--- src/rtl/conv_cmp_pkg.sv ---
package conv_cmp_pkg;
  // Register map (word addresses)
  localparam int ADDR_REF  = 0;
  localparam int ADDR_CTRL = 1;
  localparam int ADDR_STAT = 2;

  // Strobes from control to datapath
  typedef struct packed {
    logic refWr;    // threshold write
    logic flagClr;  // software clear request
    logic evalEn;   // qualified result present this cycle
    logic dirLt;    // 1: test result < threshold, 0: result >= threshold
  } cmpStrobe_t;
endpackage

--- src/rtl/conv_cmp_ctrl.sv ---
module conv_cmp_ctrl
  import conv_cmp_pkg::*;
#(
  parameter int ADDR_W = 2,
  parameter int BUS_W  = 16,
  parameter int CH_W   = 5
) (
  input  logic              clk,
  input  logic              rstN,
  input  logic              regWrEn,
  input  logic [ADDR_W-1:0] regAddr,
  input  logic [CH_W+2:0]   regWrLow,
  input  logic              resValid,
  input  logic [CH_W-1:0]   resChan,
  output cmpStrobe_t        strobe,
  output logic [BUS_W-1:0]  ctrlView
);
  localparam int CTRL_W = CH_W + 3;

  logic            enReg;
  logic [1:0]      modeReg;
  logic [CH_W-1:0] chanReg;
  logic            ctrlWr;
  logic            chanOk;

  assign ctrlWr = regWrEn && (regAddr == ADDR_W'(ADDR_CTRL));

  always_ff @(posedge clk or negedge rstN) begin
    if (!rstN) begin
      enReg   <= 1'b0;
      modeReg <= 2'b00;
      chanReg <= '0;
    end else if (ctrlWr) begin
      enReg   <= regWrLow[CH_W+2];
      modeReg <= regWrLow[CH_W+1:CH_W];
      chanReg <= regWrLow[CH_W-1:0];
    end
  end

  // Channel filter: scope bit (mode[1]) restricts to one channel
  assign chanOk = !modeReg[1] || (resChan == chanReg);

  always_comb begin
    strobe.refWr   = regWrEn && (regAddr == ADDR_W'(ADDR_REF));
    strobe.flagClr = regWrEn && (regAddr == ADDR_W'(ADDR_STAT)) && !regWrLow[0];
    strobe.evalEn  = resValid && enReg && chanOk;
    strobe.dirLt   = modeReg[0];
  end

  assign ctrlView = BUS_W'({enReg, modeReg, chanReg});

  // control write is reflected in the read view on the next cycle
  assert_ctrl_write_R3: assert property (@(posedge clk) disable iff (!rstN)
    ctrlWr |=> ctrlView[CTRL_W-1:0] == $past(regWrLow));

  // a strobe while disabled never qualifies
  assert_disabled_quiet_R7: assert property (@(posedge clk) disable iff (!rstN)
    (resValid && !ctrlView[CTRL_W-1]) |-> !strobe.evalEn);
endmodule

--- src/rtl/conv_cmp_dp.sv ---
module conv_cmp_dp
  import conv_cmp_pkg::*;
#(
  parameter int DATA_W = 12,
  parameter int BUS_W  = 16
) (
  input  logic              clk,
  input  logic              rstN,
  input  cmpStrobe_t        strobe,
  input  logic [DATA_W-1:0] wrData,
  input  logic [DATA_W-1:0] resData,
  output logic [BUS_W-1:0]  refView,
  output logic              cmpFlag
);
  logic [DATA_W-1:0] refReg;
  logic              condMet;
  logic              hit;

  always_ff @(posedge clk or negedge rstN) begin
    if (!rstN) refReg <= '0;
    else if (strobe.refWr) refReg <= wrData;
  end

  assign condMet = strobe.dirLt ? (resData < refReg) : (resData >= refReg);
  assign hit     = strobe.evalEn && condMet;

  // Set has priority over software clear
  always_ff @(posedge clk or negedge rstN) begin
    if (!rstN)               cmpFlag <= 1'b0;
    else if (hit)            cmpFlag <= 1'b1;
    else if (strobe.flagClr) cmpFlag <= 1'b0;
  end

  assign refView = BUS_W'(refReg);

  assert_ref_write_R2: assert property (@(posedge clk) disable iff (!rstN)
    strobe.refWr |=> refView[DATA_W-1:0] == $past(wrData));

  assert_ge_sets_R4: assert property (@(posedge clk) disable iff (!rstN)
    (strobe.evalEn && !strobe.dirLt && resData >= refView[DATA_W-1:0]) |=> cmpFlag);

  assert_lt_sets_R5: assert property (@(posedge clk) disable iff (!rstN)
    (strobe.evalEn && strobe.dirLt && resData < refView[DATA_W-1:0]) |=> cmpFlag);

  assert_clear_R9: assert property (@(posedge clk) disable iff (!rstN)
    (strobe.flagClr && !strobe.evalEn) |=> !cmpFlag);

  assert_sticky_R11: assert property (@(posedge clk) disable iff (!rstN)
    (!strobe.evalEn && !strobe.flagClr) |=> $stable(cmpFlag));
endmodule

--- src/rtl/conv_result_cmp.sv ---
module conv_result_cmp
  import conv_cmp_pkg::*;
#(
  parameter int ADDR_W = 2,
  parameter int BUS_W  = 16,
  parameter int DATA_W = 12,
  parameter int CH_W   = 5
) (
  input  logic              clk,
  input  logic              rstN,
  input  logic [ADDR_W-1:0] regAddr,
  input  logic              regWrEn,
  input  logic [BUS_W-1:0]  regWrData,
  output logic [BUS_W-1:0]  regRdData,
  input  logic              resValid,
  input  logic [DATA_W-1:0] resData,
  input  logic [CH_W-1:0]   resChan,
  output logic              cmpFlag,
  output logic              cmpIrq
);
  cmpStrobe_t       strobe;
  logic [BUS_W-1:0] ctrlView;
  logic [BUS_W-1:0] refView;
  logic             unusedWrHi;

  assign unusedWrHi = ^regWrData[BUS_W-1:DATA_W];

  conv_cmp_ctrl #(.ADDR_W(ADDR_W), .BUS_W(BUS_W), .CH_W(CH_W)) u_ctrl (
    .clk      (clk),
    .rstN     (rstN),
    .regWrEn  (regWrEn),
    .regAddr  (regAddr),
    .regWrLow (regWrData[CH_W+2:0]),
    .resValid (resValid),
    .resChan  (resChan),
    .strobe   (strobe),
    .ctrlView (ctrlView)
  );

  conv_cmp_dp #(.DATA_W(DATA_W), .BUS_W(BUS_W)) u_dp (
    .clk     (clk),
    .rstN    (rstN),
    .strobe  (strobe),
    .wrData  (regWrData[DATA_W-1:0]),
    .resData (resData),
    .refView (refView),
    .cmpFlag (cmpFlag)
  );

  always_comb begin
    if (regAddr == ADDR_W'(ADDR_REF))       regRdData = refView;
    else if (regAddr == ADDR_W'(ADDR_CTRL)) regRdData = ctrlView;
    else if (regAddr == ADDR_W'(ADDR_STAT)) regRdData = BUS_W'(cmpFlag);
    else                                    regRdData = '0;
  end

  assign cmpIrq = cmpFlag;

  // the flag rises only after a cycle that carried a result strobe
  assert_rise_needs_strobe_R8: assert property (@(posedge clk) disable iff (!rstN)
    $rose(cmpFlag) |-> $past(resValid));
endmodule

--- config.mk ---
export PLATFORM = sky130hd
export DESIGN_NAME = conv_result_cmp
export DESIGN_NICKNAME = d
export VERILOG_FILES = /design/src/rtl/conv_cmp_pkg.sv /design/src/rtl/conv_cmp_ctrl.sv /design/src/rtl/conv_cmp_dp.sv /design/src/rtl/conv_result_cmp.sv
export SDC_FILE = /design/constraint.sdc
export NUM_CORES = 1
export LEC_CHECK = 0
export CAP_MARGIN = 25
export CORE_MARGIN = 2
export CORE_UTILIZATION = 42
export CTS_CLUSTER_DIAMETER = 200
export DETAILED_ROUTE_END_ITERATION = 8
export MAX_ROUTING_LAYER = met4
export PLACE_DENSITY_LB_ADDON = 0.25
export SYNTH_ARGS = -nofsm -noshare
export SYNTH_HDL_FRONTEND = slang
export SYNTH_SLANG_ARGS = --single-unit
export TNS_END_PERCENT = 20
--- constraint.sdc ---
create_clock -name clk -period 1.8 [get_ports clk]
set_input_delay 0.36 -clock clk [delete_from_list [all_inputs] [get_ports clk]]
set_output_delay 0.36 -clock clk [all_outputs]
set_load 0.005 [all_outputs]
-- Yosys cells after proc, flatten, opt, wreduce, memory -nomap -nowiden
Index checks and enable logic that the tools add are counted.
- order comparisons: 2
- equality and inequality tests: 3
- muxes and demuxes: 6
- reductions and logical operators: 12
- operators with widths (cell ; count):
    12-bit greater-or-equal comparator ; 1
    12-bit < comparator ; 1
    12-bit two-way mux ; 1
    8-bit two-way mux ; 1
    1-bit logical AND ; 7
    5-bit equality test ; 1
    1-bit two-way mux ; 4
    2-bit by 1-bit equality test with 1-bit output, second input constant ; 1
    2-bit equality test, second input constant ; 1
    1-bit zero test ; 2
    2-bit zero test ; 1
    2-bit nonzero test ; 1
    1-bit logical OR ; 1
- bits in registers: 21
- input port bits: 39

-- Logic depth before layout (Yosys ltp)
Gate-level depths: netlist (run 1).
- depth after elaboration: 5
- mapped depth: 7
- gate-level depth less buffers: 7

-- Hierarchy
From an unflattened synthesis (run 1), not the netlist that was laid out.
- cell total of the unflattened synthesis: 164
- area total of the unflattened synthesis: 1556.5 µm²
- by module, submodules not included (module ; times used ; cells an instance ; area an instance (µm²)):
    conv_cmp_dp ; 1 ; 87 ; 800.8
    conv_cmp_ctrl ; 1 ; 39 ; 478.0
    conv_result_cmp ; 1 ; 38 ; 277.8

-- Worst setup path before layout (run 1)
Ideal clock, no wire load.
- path kind: input-to-reg
- from: input port resData[1]
- to: register u_dp.cmpFlag
- arrival: 1585 ps
- data required time: 1705 ps
- slack: 120 ps
- stages on the path: 6
- path buffers: 0
- path through: ha_1 -> nor2b_4 -> o211ai_2 -> a211oi_1 -> o41a_1 -> o31ai_1
- longest elaborated chain between the ends: 4
- elaborated cells on any way between the ends: 6
- classes of those cells: order compare: 2; mux: 2; reduce/logical: 2
- RTL lines (element ; RTL line ; RTL):
    start, declared ; conv_result_cmp.sv:16 ; input logic [DATA_W-1:0] resData,
    12-bit greater-or-equal comparator or 12-bit < comparator (tied branches) ; conv_cmp_dp.sv:24 ; assign condMet = strobe.dirLt ? (resData < refReg) : (resData >= refReg);
    1-bit two-way mux * ; conv_cmp_dp.sv:24 ;
    1-bit logical AND * ; conv_cmp_dp.sv:25 ; assign hit = strobe.evalEn && condMet;
    1-bit two-way mux or 2-bit nonzero test (tied branches) ; - ;
    end signal, assigned ; conv_cmp_dp.sv:29 ; if (!rstN) cmpFlag <= 1'b0;
    end signal, assigned ; conv_cmp_dp.sv:30 ; else if (hit) cmpFlag <= 1'b1;
    end signal, assigned ; conv_cmp_dp.sv:31 ; else if (strobe.flagClr) cmpFlag <= 1'b0;
    end, declared ; conv_cmp_dp.sv:13 ; output logic cmpFlag
Every way passes the cells marked *; elsewhere a longest branch is shown, timed or not.
A chain may end at the register's enable or synchronous reset.

-- Final worst setup path (run 1)
- from: register u_dp.refReg[6]
- to: register u_dp.cmpFlag
- longest elaborated chain between the ends: 4
- elaborated cells on any way between the ends: 6
- classes of those cells: order compare: 2; mux: 2; reduce/logical: 2
- RTL lines (element ; RTL line ; RTL):
    start, declared ; conv_cmp_dp.sv:15 ; logic [DATA_W-1:0] refReg;
    start signal, assigned ; conv_cmp_dp.sv:21 ; else if (strobe.refWr) refReg <= wrData;
    12-bit greater-or-equal comparator or 12-bit < comparator (tied branches) ; conv_cmp_dp.sv:24 ;
    1-bit two-way mux * ; conv_cmp_dp.sv:24 ;
    1-bit logical AND * ; conv_cmp_dp.sv:25 ;
    1-bit two-way mux or 2-bit nonzero test (tied branches) ; - ;
Marked as above.

==> metrics.md, run 1 <==
| Metric | Value |
|---|---|
| Pwr dens | 719.2 mW/mm^2 |
| GPL Wtd Cong | 0.8540 |
| GRT overflow | 0 |
| Logic pwr share | 0.401 |
| Synth cell types | 29 |
| Largest family of logic cells by synthesized area | simple AND/OR/NAND/NOR gates |
| Worst reg2reg startpoint | u_dp.refReg[6] |
| Worst EP required | 2.03 ns |
| CP endpoint | u_dp.cmpFlag |
| Max FO, Critical Path | 3 |
| Stages on the worst setup path | 7 |
| Antenna cell count | 0 |
| Detail Route Antenna Nets | 0 |
| Detailed-route DRC error count | 0 |
| Buf+Inv Stages, Crit Path | 1 |
| CTS Sinks | 21 |
| Crit path cell chain | inv_2 > ha_4 > a21o_1 > a21oi_2 > a21oi_2 > o41a_1 > o31ai_1 |
| Die Area | ~0.0037 sq mm |
| Detailed Route WL | 3370 microns |
| P_leak | 0.9487 nW |
| Drt via density | 4.988 |
| Ys flop type | dfrtp_1 |
| Mapped Cells | 140 |
| Top cell type's share of synthesized area | 0.3892 |
| CP max stage delay | between 0.4 and 0.5 ns |
| WL per Instance | 13.98 microns |
| Async set-reset flop share out of synthesis | 1.000 |
| Max Cap Viol | 0 |
| Setup TNS | 0 ns |
| Crit Reg-Reg Endpoint | u_dp.cmpFlag |
| Top post-synthesis cells by count | dfrtp_1 (21), nand2_1 (14), ha_1 (12), inv_1 (12), o21ai_0 (12) |
| Worst setup EP type | flip-flop |
| Final hold vios | 0 |
| Fmax | 0.5578 GHz |
| Compound-Gate Fraction of Synth Area | 0.1047 |
| Via count | 1,202 |
| Post-synthesis mux area share | 0.1344 |
| Setup crit start kind | flip-flop |
| Yosys top cell by area | dfrtp_1 |
| Status | finished clean |
| DRT iter0 DRCs | 19 |
| PortBufs | 48 |
| Share of cells above drive strength 1 | 0.1980 |
| Critical path's slowest cell | dfrtp_1 |
| Clock skew | 0.009241 ns |
| Simple-gate area share of the yosys netlist | 0.1483 |
| Share of power burned in registers | 0.433 |
| Cell family with the largest share of critical-path delay | compound AO/OA/AOI/OAI gates |
| Critical Path Start | u_dp.refReg[6] |
| Synth area leaders | dfrtp_1 (39%), ha_1 (11%), mux2_2 (7.5%) |
| Cells on worst reg2reg path | 7 |
| Clock network power share | 0.166 |
| Fin. max-slew vios | 0 |
| Register area share after synthesis | 0.3892 |
| NetSw | 0.4683 mW |
| Number of global-route vias before repair | around 1,300 |
| Post-Synth XOR/XNOR Area | 0.03244 |
| Starting Density | 0.4422 |
| Row cnt | 20 |
| Area of the core | 0.003053 sq mm |
| Core Util, Final | 0.6602 |
| Area grow syn2layout | 49.30% |
| Router iterations before antenna repair | 4 |
| Post-synthesis adder-cell area fraction | 0.1112 |
| Maximum vdd drop | 391.7 uV |
| Clock root cell | clkbuf_4 |
| Top cell by count, worst path | a21oi_2 |
| RSZ-0062 raised after global routing | true |
| Die Y | 60.70 microns |
| Synth Area per Inst | 9.643 sq um |
| Global Route Usage Sum | 0.2083 |
| Longest Clk Path Bufs | 2 |
| Fin crit share | 0.9960 |
| Worst min path class | primary input to asynchronous set/reset pin |
| Clock Latency Late Sink | 0.31 ns |
| CTS tree | yes |
| First-pass GRT wire length | 5485 microns |
| Largest net degree at the start of global routing | 23 |
| DP HPWL | between 2000 and 3000 microns |
| DIE WIDTH | approximately 61 microns |
| Worst reg2reg setup slack | 0.007 ns |
| Crit Path Category | flip-flop to flip-flop |
| Final nets | 249 |
| Synthesized area | 0.001350 sq mm |
| Arr. time, crit path | slightly above 2 ns |
| Reg clk slew, reported paths | 0.13 ns |
| I/O Pins | 57 |
| Total power | 1.450 mW |
| #FFs+latches synth | 21 |
| Switching share of total power | 0.3230 |
| Initial antenna violation count | 0 |
| Count leader, synth | dfrtp_1 |
| Internal | 0.9814 mW |
| Final min period | 1.793 ns |
| Final setup vio count | 0 |
| CTS H-tree depth | 1 |
| EDFF count, synth | 0 |
| Yosys Warn Count | 0 |
| Num CTS Buffers | 3 |
-- cells by family (layout without fill, tap and decap cells) --
| logic type | after synthesis | after routing |
|---|---|---|
| AND/OR/NAND/NOR | 39 | 39 |
| AO/OA/AOI/OAI | 23 | 23 |
| buffers and inverters | 22 | 76 |
| flip-flops | 21 | 21 |
| multiplexers | 17 | 17 |
| adder cells (fa/ha/maj) | 12 | 12 |
| XOR/XNOR | 5 | 5 |
| other | 1 | 4 |
-- metal layers --
layer	GRT usage	part of all wire	vias to the layer above
met1	0.2695	0.44	573
met5	-	0	-
li1	-	-	589
met2	0.3533	0.50	36
met4	0.04969	0.010	0
met3	0.01919	0.046	4
-- layout by cell type, fill, tap and decap left out, types with 2 or more instances in the layout --
cell type and count:
clkdlybuf4s50_1 31, dfrtp_1 21, nand2_1 14, dlygate4sd2_1 14, o21ai_0 12, inv_1 10
buf_4 10, mux2_2 9, ha_1 9, mux2i_1 8, nor2_1 7, nor3_1 5
nand4_1 4, conb_1 4, nand3_1 3, a21oi_2 3, xnor2_1 3, ha_4 3
clkbuf_4 3, dlymetal6s2s_1 3, inv_2 2, xor2_1 2, o31ai_1 2, buf_6 2
-- worst reg2reg max path, stage by stage, from the launching register on --
cell	delay [ns]
dfrtp_1	0.42
inv_2	0.09
ha_4	0.20
a21o_1	0.16
a21oi_2	0.13
a21oi_2	0.07
o41a_1	0.41
o31ai_1	0.23
-- power groups by stage --
stage | Sequential (mW) | Combinational [mW] | Clock, mW
2_1_floorplan | 0.621 | 0.310 | 0
5_1_grt | 0.642 | 0.656 | 0.265
4_1_cts | 0.626 | 0.541 | 0.239
6_report | 0.627 | 0.582 | 0.240
3_5_place_dp | 0.637 | 0.557 | 0
3_3_place_gp | 0.632 | 0.543 | 0
-- through the flow --
stage | cells | cell area [sq um] | hold WS (ns) | setup WS (ns)
2_1_floorplan | 143 | 1361 | 0.06441 | 0.1197
3_5_place_dp | 234 | 1906 | 0.5372 | -0.4577
3_3_place_gp | 234 | 1906 | 0.5236 | -0.3625
6_report | 241 | 2016 | 0.3819 | 0.007192
5_1_grt | 241 | 2016 | 0.3913 | -0.05189
4_1_cts | 238 | 1928 | 0.4000 | -0.08930
-- flip-flops by register name (all words and copies together) (netlist names) --
name and flops:
u_dp.refReg 12, u_ctrl.modeReg 2, u_ctrl.enReg 1, u_dp.cmpFlag 1
u_ctrl.chanReg 5
-- worst min path at each step --
stage,endpoint,slack [ns],cells past startpoint
2_1_floorplan,u_ctrl.chanReg[0],0.06,0
3_3_place_gp,u_ctrl.modeReg[1],0.52,1
3_5_place_dp,u_ctrl.enReg,0.54,1
4_1_cts,u_dp.refReg[9],0.40,2
5_1_grt,u_dp.cmpFlag,0.39,2
6_report,u_dp.cmpFlag,0.38,2
-- repair_timing --
item,4_1_cts,5_1_grt
setup buffers,0,3
endpoints found under the setup margin,13,1
pin swaps,0,10
hold buffers,0,0
gates resized for setup,17,14
-- final cells by class --
cell class / instances / area, sq um
fillers: 274 / 1037
multi-input cells: 100 / 794.5
flip-flops and latches: 21 / 525.5
inverters: 12 / 45.04
repair buffers: 60 / 568.0
clock buffers: 3 / 22.52
clock inverters: 1 / 5.005
well taps: 44 / 55.05
Note: power is estimated with default switching activity, not from simulation.
==> run 2: changes to the inputs <==
--- a/config.mk
+++ b/config.mk
@@ -6,12 +6,13 @@
 export NUM_CORES = 1
 export LEC_CHECK = 0
 export CAP_MARGIN = 25
-export CORE_MARGIN = 2
 export CORE_UTILIZATION = 42
 export CTS_CLUSTER_DIAMETER = 200
 export DETAILED_ROUTE_END_ITERATION = 8
 export MAX_ROUTING_LAYER = met4
 export PLACE_DENSITY_LB_ADDON = 0.25
+export SKIP_LAST_GASP = 1
+export SLEW_MARGIN = 10
 export SYNTH_ARGS = -nofsm -noshare
 export SYNTH_HDL_FRONTEND = slang
 export SYNTH_SLANG_ARGS = --single-unit
==> run 2 against run 1 <==
Effect of this change:
- the run now ends with negative setup slack left
- largest power group unchanged
- sequential power barely moved
- first-iteration DRC count increased by 47%
- die area fell by 6.5%
- count of clock-buffer cells in the layout did not move
- global-route usage up 0.24 points
- sequential share of layout area grew 0.43 points
- critical path type is now primary input to output port
- hold slack better by 0.0036 ns
- cell area decreased by 1.6%
- combinational power fell by 4.1%
- flip-flop and latch count unchanged
==> metrics.md, run 2 (same netlist as run 1, synthesis figures left out) <==
| Metric | Value |
|---|---|
| NetSw | 0.4407 mW |
| Cts hold-fix bufs | 0 |
| Number of global-route vias before repair | 1,239 |
| Register Area | 525.5 sq um |
| Setup crit start kind | primary input |
| CTS tree | yes |
| Reg clk slew, reported paths | roughly 0.12 ns |
| Top reg by flops | u_dp.refReg |
| Clock network power share | 0.162 |
| Max FO, Critical Path | 5 |
| Area grow syn2layout | 46.90% |
| Violated checks | negative setup slack |
| Critical path's slowest cell | clkdlybuf4s50_1 |
| Pwr dens | 713.8 mW/mm^2 |
| Final hold vios | 0 |
| Num CTS Buffers | 3 |
| GRT met2 Usage | 0.3662 |
| Logic pwr share | 0.394 |
| Most common cell after layout, fill and taps aside | clkdlybuf4s50_1 |
| Worst Setup Slack, final | -0.1104 ns |
| GRT overflow | 0 |
| Cell family with the largest share of critical-path delay | buffers and inverters |
| Grt peak-use layer | met2 |
| Final setup vio count | 10 |
| Stages on the worst setup path | 5 |
| Share of cells above drive strength 1 | 0.1515 |
| DRT iter0 DRCs | 28 |
| Clock skew | 0.003734 ns |
| Fillers | 279 |
| Setup TNS | -0.6381 ns |
| WL per Instance | 13.26 microns |
| Worst min path class | primary input to asynchronous set/reset pin |
| Cells on worst reg2reg path | 7 |
| Die Area | 0.003445 sq mm |
| GPL Wtd Cong | 0.8152 |
| Multi-input logic area | 737.0 sq um |
| Starting Density | 0.4422 |
| Crit path cell chain | dlygate4sd2_1 > buf_4 > buf_12 > nor2_1 > clkdlybuf4s50_1 |
| Global Route Usage Sum | 0.2107 |
| I/O Pins | 57 |
| Share of power burned in registers | 0.444 |
| Longest Clk Path Bufs | 2 |
| Antenna cell count | 0 |
| Detail Route Antenna Nets | 0 |
| Row cnt | 20 |
| Status | finished with violations |
| First-pass GRT wire length | 5340 microns |
| Via count | 1,170 |
| Maximum vdd drop | 357.4 uV |
| Total power | 1.416 mW |
| Internal | roughly 0.97 mW |
| Fin crit share | 1.061 |
| PortBufs | 48 |
| P_leak | ~0.91 nW |
| Max reg flops | 12 |
| Drt via density | between 4 and 5 |
| CP max stage delay | 0.50 ns |
| Crit Path Category | primary input to output port |
| Max Cap Viol | 0 |
| Area of the core | just over 0.003 sq mm |
| CTS Sinks | 21 |
| Initial antenna violation count | 0 |
| Detailed Route WL | 3209 microns |
| Most frequent cells in the layout | clkdlybuf4s50_1 (43), dfrtp_1 (21), nand2_1 (14) |
| DIE WIDTH | about 59 microns |
| Switching share of total power | 0.3113 |
| Clock root cell | clkbuf_4 |
| Die Y | around 60 microns |
| Final min period | 1.910 ns |
| M3 GR Usage | 0.02418 |
| DP HPWL | 2504 microns |
| Detailed-route DRC error count | 0 |
| Worst EP required | approximately 1.4 ns |
| Clock Latency Late Sink | about 0.3 ns |
| Fin. max-slew vios | 0 |
| Top Registers | u_dp.refReg (12), u_ctrl.chanReg (5), u_ctrl.modeReg (2) |
| Fmax | 0.5235 GHz |
| Arr. time, crit path | 1.55 ns |
| RSZ-0062 raised after global routing | true |
| Router iterations before antenna repair | 4 |
| Buf+Inv Stages, Crit Path | 4 |
| Post-CTS Repair Setup Buffers | 0 |
| CTS H-tree depth | 1 |
| Largest net degree at the start of global routing | 23 |
| Worst setup EP type | output port |
| Met1 Resource Use GR | 0.2630 |
| Final nets | 250 |
-- run 2: cell count changes in the layout (fill, tap and decap cells not counted), sizes merged --
cell,delta
buf,+1
clkdlybuf4s50,+12
dlygate4sd2,-10
dlymetal6s2s,-2
-- run 2: per-layer routing --
metal / part of all wire / wire [microns]
met3: 0.059 / 189
met2: 0.49 / 1579
met4: 0.0090 / 29
met1: 0.44 / 1410
met5: 0 / 0
-- run 2: metrics by stage --
| stage | util | cell area [sq um] | instances | worst slack (ns) | hold WS, ns |
|---|---|---|---|---|---|
| CTS | 0.6471 | 1976 | 242 | -0.1217 | 0.3911 |
| detailed placement | 0.6357 | 1941 | 237 | -0.4064 | 0.5371 |
| global placement | 0.6357 | 1941 | 237 | -0.3820 | 0.5241 |
| finish | 0.6496 | 1983 | 242 | -0.1104 | 0.3855 |
| global route | 0.6496 | 1983 | 242 | -0.1684 | 0.4311 |
| floorplan | - | 1361 | 143 | 0.1197 | 0.06441 |
-- run 2: worst paths after layout --
kind,startpoint,to,slack (ns)
worst max-delay path,regAddr[1],regRdData[5],-0.11
worst min-delay path,rstN,u_dp.refReg[10],0.39
worst max register to register,u_dp.refReg[10],u_dp.cmpFlag,-0.03
worst min register to register,u_dp.cmpFlag,u_dp.cmpFlag,0.56
max in group asynchronous,rstN,u_dp.refReg[1],1.19
min in group clk,u_dp.cmpFlag,u_dp.cmpFlag,0.56
-- run 2: cell type report --
class,instances,share of cell area
Multi-Input combinational cell,100,0.3716
Timing Repair Buffer,61,0.2991
Sequential cell,21,0.2650
Tap cell,44,0.02776
Inverter,12,0.02271
Clock buffer,3,0.01136
Clock inverter,1,0.002524
-- run 2: power groups by stage --
| stage | logic, mW | registers, mW | clock network (mW) |
|---|---|---|---|
| floorplan | 0.310 | 0.621 | 0 |
| global placement | 0.545 | 0.633 | 0 |
| detailed placement | 0.559 | 0.639 | 0 |
| CTS | 0.563 | 0.629 | 0.240 |
| global route | 0.625 | 0.641 | 0.256 |
| finish | 0.558 | 0.629 | 0.229 |
-- run 2: repair_timing --
action                                 in CTS  in global routing
gates resized for setup                     6                  2
setup endpoints to repair                  13                 11
pin swaps                                   0                  0
endpoints found under the hold margin       0                  0
gates cloned                                1                  0
